==> config.mk <==
export PLATFORM = sky130hd
export DESIGN_NAME = pktq_irq_ctrl
export DESIGN_NICKNAME = d
export VERILOG_FILES = /design/src/rtl/pktq_pkg.sv /design/src/rtl/pktq_fifo.sv /design/src/rtl/pktq_irq_ctrl.sv
export SDC_FILE = /design/constraint.sdc
export NUM_CORES = 1
export LEC_CHECK = 0
export BUFFER_PORTS_ARGS = -buffer_cell sky130_fd_sc_hd__buf_4
export CORE_ASPECT_RATIO = 0.6
export CORE_MARGIN = 2
export CORE_UTILIZATION = 25
export DETAILED_ROUTE_END_ITERATION = 7
export PLACE_DENSITY_LB_ADDON = 0.15
export SLEW_MARGIN = 20
export SYNTH_ARGS = -nofsm -noshare
export SYNTH_HDL_FRONTEND = slang
export SYNTH_SLANG_ARGS = --single-unit
==> constraint.sdc <==
create_clock -name clk -period 7.6 [get_ports clk]
set_input_delay 0.76 -clock clk [delete_from_list [all_inputs] [get_ports clk]]
set_output_delay 0.76 -clock clk [all_outputs]
set_load 0.02 [all_outputs]
==> src/rtl/pktq_pkg.sv <==
package pktq_pkg;
    localparam int NSRC        = 3;
    localparam int IRQ_RX      = 0;
    localparam int IRQ_TXC     = 1;
    localparam int IRQ_TXE     = 2;
    localparam int ACK_OVF_LSB = 3;
    localparam int ACK_W       = ACK_OVF_LSB + NSRC;
    localparam int OVF_TXQ     = 0;
    localparam int OVF_CMP     = 1;
    localparam int OVF_RXQ     = 2;
endpackage

==> src/rtl/pktq_fifo.sv <==
module pktq_fifo #(
    parameter int W     = 8,
    parameter int DEPTH = 32
) (
    input  logic         clk,
    input  logic         rst_n,
    input  logic         push,
    input  logic [W-1:0] push_data,
    input  logic         pop,
    output logic [W-1:0] head,
    output logic         empty,
    output logic         drop
);
    localparam int AW = $clog2(DEPTH);
    localparam logic [AW:0] FULL_CNT = (AW+1)'(DEPTH);

    typedef struct packed {
        logic [AW-1:0] wp;
        logic [AW-1:0] rp;
        logic [AW:0]   cnt;
    } fifo_st_t;

    fifo_st_t s_d, s_q;
    logic [W-1:0] mem [DEPTH];
    logic full, do_push, do_pop;

    assign full    = (s_q.cnt == FULL_CNT);
    assign empty   = (s_q.cnt == '0);
    assign do_push = push && !full;
    assign do_pop  = pop && !empty;
    assign drop    = push && full;
    assign head    = mem[s_q.rp];

    always_comb begin
        s_d = s_q;
        if (do_push) s_d.wp = s_q.wp + 1'b1;
        if (do_pop)  s_d.rp = s_q.rp + 1'b1;
        s_d.cnt = s_q.cnt + (AW+1)'(do_push) - (AW+1)'(do_pop);
    end

    always_ff @(posedge clk) begin
        if (!rst_n) s_q <= '0;
        else        s_q <= s_d;
    end

    always_ff @(posedge clk) begin
        if (do_push) mem[s_q.wp] <= push_data;
    end
endmodule

==> src/rtl/pktq_irq_ctrl.sv <==
module pktq_irq_ctrl
    import pktq_pkg::*;
#(
    parameter int DEPTH  = 32,
    parameter int NUM_W  = 6,
    parameter int STAT_W = 16
) (
    input  logic              clk,
    input  logic              rst_n,
    input  logic              tx_push,
    input  logic [NUM_W-1:0]  tx_push_num,
    output logic              eng_rdy,
    output logic [NUM_W-1:0]  eng_num,
    input  logic              eng_take,
    input  logic              done_vld,
    input  logic              done_ok,
    input  logic [STAT_W-1:0] done_stat,
    output logic              rel_vld,
    output logic [NUM_W-1:0]  rel_num,
    input  logic              cmp_pop,
    output logic [NUM_W+1:0]  cmp_head,
    output logic [STAT_W-1:0] cmp_stat,
    input  logic              rx_push,
    input  logic [NUM_W-1:0]  rx_push_num,
    input  logic              rx_pop,
    output logic [NUM_W+1:0]  rx_head,
    input  logic              auto_rel,
    input  logic              restart,
    input  logic [NSRC-1:0]   int_en,
    input  logic [ACK_W-1:0]  ack,
    output logic [NSRC-1:0]   int_stat,
    output logic [NSRC-1:0]   ovf,
    output logic              halted,
    output logic              irq
);
    localparam int CW = NUM_W + STAT_W;

    typedef struct packed {
        logic             busy;
        logic             halt;
        logic             txe;
        logic [NSRC-1:0]  ovf;
        logic [NUM_W-1:0] infl;
    } ctl_t;

    ctl_t c_d, c_q;

    logic             txq_empty, txq_drop, txq_pop;
    logic [NUM_W-1:0] txq_head;
    logic             cmp_empty, cmp_drop, cmp_push;
    logic [CW-1:0]    cmp_data;
    logic             rxq_empty, rxq_drop;
    logic [NUM_W-1:0] rxq_head;
    logic             done_fire, take_fire, bypass;

    pktq_fifo #(.W(NUM_W), .DEPTH(DEPTH)) u_txq (
        .clk(clk), .rst_n(rst_n), .push(tx_push), .push_data(tx_push_num),
        .pop(txq_pop), .head(txq_head), .empty(txq_empty), .drop(txq_drop)
    );

    pktq_fifo #(.W(CW), .DEPTH(DEPTH)) u_cmpq (
        .clk(clk), .rst_n(rst_n), .push(cmp_push), .push_data({c_q.infl, done_stat}),
        .pop(cmp_pop), .head(cmp_data), .empty(cmp_empty), .drop(cmp_drop)
    );

    pktq_fifo #(.W(NUM_W), .DEPTH(DEPTH)) u_rxq (
        .clk(clk), .rst_n(rst_n), .push(rx_push), .push_data(rx_push_num),
        .pop(rx_pop), .head(rxq_head), .empty(rxq_empty), .drop(rxq_drop)
    );

    assign eng_rdy   = !txq_empty && !c_q.halt && !c_q.busy;
    assign eng_num   = txq_head;
    assign take_fire = eng_take && eng_rdy;
    assign txq_pop   = take_fire;
    assign done_fire = done_vld && c_q.busy;
    assign bypass    = done_fire && done_ok && auto_rel;
    assign cmp_push  = done_fire && !bypass;
    assign rel_vld   = bypass;
    assign rel_num   = c_q.infl;

    assign cmp_head = cmp_empty ? {1'b1, {(NUM_W+1){1'b0}}}
                                : {2'b00, cmp_data[CW-1:STAT_W]};
    assign cmp_stat = cmp_empty ? '0 : cmp_data[STAT_W-1:0];
    assign rx_head  = rxq_empty ? {1'b1, {(NUM_W+1){1'b0}}} : {2'b00, rxq_head};

    always_comb begin
        int_stat          = '0;
        int_stat[IRQ_RX]  = !rxq_empty;
        int_stat[IRQ_TXC] = !cmp_empty;
        int_stat[IRQ_TXE] = c_q.txe;
    end

    assign irq    = |(int_stat & int_en);
    assign ovf    = c_q.ovf;
    assign halted = c_q.halt;

    always_comb begin
        c_d = c_q;
        if (take_fire) begin
            c_d.busy = 1'b1;
            c_d.infl = txq_head;
        end
        if (done_fire) c_d.busy = 1'b0;
        if (done_fire && !done_ok) c_d.halt = 1'b1;
        else if (restart)          c_d.halt = 1'b0;
        c_d.txe = (c_q.txe && !ack[IRQ_TXE])
               || (done_fire && done_ok && txq_empty && !tx_push);
        c_d.ovf = c_q.ovf & ~ack[ACK_OVF_LSB +: NSRC];
        c_d.ovf[OVF_TXQ] = c_d.ovf[OVF_TXQ] | txq_drop;
        c_d.ovf[OVF_CMP] = c_d.ovf[OVF_CMP] | cmp_drop;
        c_d.ovf[OVF_RXQ] = c_d.ovf[OVF_RXQ] | rxq_drop;
    end

    always_ff @(posedge clk) begin
        if (!rst_n) c_q <= '0;
        else        c_q <= c_d;
    end
endmodule

==> results.cfg <==
[clock_network]
cts_sinks = 1163
cts_resized = 0
numCtsBuffers = 116
post_cts_buffers = 0
clkTransAtPathRegs_ns = 0.06
cts_max_path_buffers = 3
ctsHoldBuffers = 0
clk_latency_ns = 0.73
root_buffer = clkbuf_16
cts.htree.levels = 3
cts_tree = yes

[synthesis]
ys_seq_elements = 1163
synth_cell_types = 47
synth_cells = 2238
syn_avg_cell_area_um2 = 20.38
async_flop_share_pct = 0
synth-edff-count = 1088
seq_area_frac_synth_pct = 74.92
ys_warn_count = 0
synth-main-ff-cell = edfxtp_1
netlist_area_mm2 = 0.04561

[timing]
fin_skew_ns = 0.03265
slew_headroom_pct = 28.86
finalCriticalPeriod_ns = 4.771
final_hold_viol_count = 0
tns_ns = 0
worstMarginPinSlew_ns = 1.067
setup_slack_ns = 2.829
clock.fmax_mhz = 209.6
fin_crit_sh_pct = 62.77
drv_slew = 0
grt_setup_unrepaired = false
setup_viol = 0

[power]
power.leakage_nw = 16.13
powerDensity_mw_per_mm2 = 306.8
max-vdd-ir-drop_mv = 0.2439
totalPowerFinal_mw = 16.33

[critical_path]
cp_slowest_stage_delay_ns = 0.90
rr_startpoint = u_txq.s_q[2]$_SDFF_PN0_
crit_buf_inv = 2
cp.arrival_ns = 4.01
crit_family = multiplexers
critPathKind = reg2out
crit_chain = buf_12 -> mux4_2 -> mux4_2 -> nand3_1 -> o21ai_1 -> buf_4
crit_path_start_kind = flop
critPathMaxFanout = 130
crit_slowest_cell = dfxtp_4
r2r_slack_ns = 3.76
path_common_cell = mux4_2
crit_path_end_kind = output port
cp.required_ns = 6.84

[route]
viasPerCell = 4.433
firstDrtPassIters = 5
ant_nets = 0
drc = 0
drtIter0Drc = 1626
vias = 21580
wl_per_cell_um = 23.91
wl_mm = 116.4

[floorplan]
die_x_um = 555.4
rows = 121
dieArea_mm2 = 0.1860
fp.dieH_um = 334.9
core_mm2 = 0.1814
initial_core_util_pct = 25.15
io-pin-count = 102

[finish]
drive_gt1_share_pct = 26.20
final_cell_count_no_fill = 4868
fin_nets = 2469
area_delta_synth_final_pct = 16.69
final_cell_mix = edfxtp_1, mux4_2, buf_4
fin_util_pct = 29.35
mostFrequentLayoutCell = edfxtp_1

[global_route]
top_usage_layer = met1
grt_usage_pct = 12.43
met3_usage_pct = 2.351
grt_pass1_vias = 22660
grt_use_met1_pct = 19.04
grt_max_degree = 131
antenna_found_initial = 5
grt_first_pass_wirelength_mm = 166.1
grt.overflow.total = 0
groute.layer.met2.usage_pct = 17.96

[placed_design]
place_congestion = 0.7230
place_ws_ns = 3.490
hpwl_mm = 66.94
port_buffers = 97
placed_cells = 4650

[hold_path]
hp-start = rx_push
hp-class = in2reg

[job]
cap_violations = 0

[run_status]
status = complete, no violations
[synth_stat cells (3+ instances only)]
cell / count / area [um2]
edfxtp_1: 1088 / 32670
mux4_2: 279 / 6284
mux2i_1: 110 / 1101
nor2_1: 108 / 405.4
dfxtp_1: 75 / 1501
inv_1: 61 / 229.0
clkbuf_1: 51 / 191.4
a22oi_1: 49 / 367.9
ha_1: 42 / 525.5
and2_1: 37 / 231.5
a21oi_1: 36 / 180.2
nand2_1: 32 / 120.1
buf_4: 26 / 195.2
nand3_1: 26 / 130.1
buf_1: 23 / 86.33
buf_2: 22 / 110.1
o21ai_1: 22 / 110.1
nor2b_1: 21 / 131.4
xnor2_1: 19 / 166.4
nand4_1: 10 / 62.56
o21ai_0: 9 / 45.04
buf_6: 8 / 90.09
o21a_1: 8 / 60.06
xor2_1: 8 / 70.07
nand2b_1: 6 / 37.54
nand3b_1: 6 / 45.04
nor4_1: 6 / 37.54
o21ba_2: 6 / 60.06
or3b_2: 6 / 52.55
or3_1: 5 / 31.28
or2_2: 4 / 25.02
a21o_1: 3 / 22.52
fa_1: 3 / 60.06
nor4bb_1: 3 / 30.03
o21bai_1: 3 / 22.52
[routing by layer]
layer	vias up	wire, um
li1	9336	-
met1	11650	59000
met2	440	50000
met3	154	5079
met4	2	2292
met5	-	26
[sequential cells by signal (all words and copies together) (netlist names), named ones only]
signal and cells:
u_cmpq.mem 704, u_cmpq.s_q 16, u_rxq.mem 192, int_stat 1, ovf 3, u_rxq.s_q 16, c_q 1, rel_num 6
u_txq.s_q 16, halted 1, u_txq.mem 192
[worst min-delay path, stage by stage]
cell and delay [ns]:
buf_4 0.08, a21oi_1 0.05, nor2b_1 0.09
[power breakdown]
group	switching, mW	internal [mW]	total, mW	leakage (nW)
registers	0.172	7.21	7.39	10.4
clock network	2.43	3.21	5.65	1.82
logic	1.82	1.48	3.30	3.87
total	4.42	11.9	16.3	16.1
[kinds of logic (layout without fill, tap and decap cells)]
family                   after synthesis  after routing  synth area share, %
other                                  1              3             0.008221
XOR/XNOR                              27             27               0.5184
AO/OA/AOI/OAI                        141            141                1.986
adder cells (fa/ha/maj)               45             45                1.284
buffers and inverters                192            422                1.986
flip-flops                          1163           1163                74.92
multiplexers                         389            389                16.19
AND/OR/NAND/NOR                      280            280                3.111
[stage by stage]
step | hold slack (ns) | area, um2
after floorplan | 0.4804 | 45620
after global placement | 0.5106 | 49320
after detailed placement | 0.5116 | 49370
after CTS | 0.2470 | 53080
after global routing | 0.2747 | 53220
final | 0.3172 | 53220
[worst paths after layout]
check,depth (start not counted),to
hold reg to reg,2,flop
hold / removal,3,ovf[2]$_SDFF_PN0_
setup reg to reg,16,u_txq.s_q[4]$_SDFF_PN0_
setup / recovery,6,cmp_stat[6]
[layout make-up]
type                    count  area [um2]
multi-input cells         884       10800
diodes                      1       2.502
flip-flops and latches   1163       34200
inverters                  62       232.7
fillers                 17640      128100
well taps                2398        3000
repair buffers            149        1286
clock buffers             148        3146
clock inverters            63       566.8
Note: power is estimated with default switching activity, not from simulation.
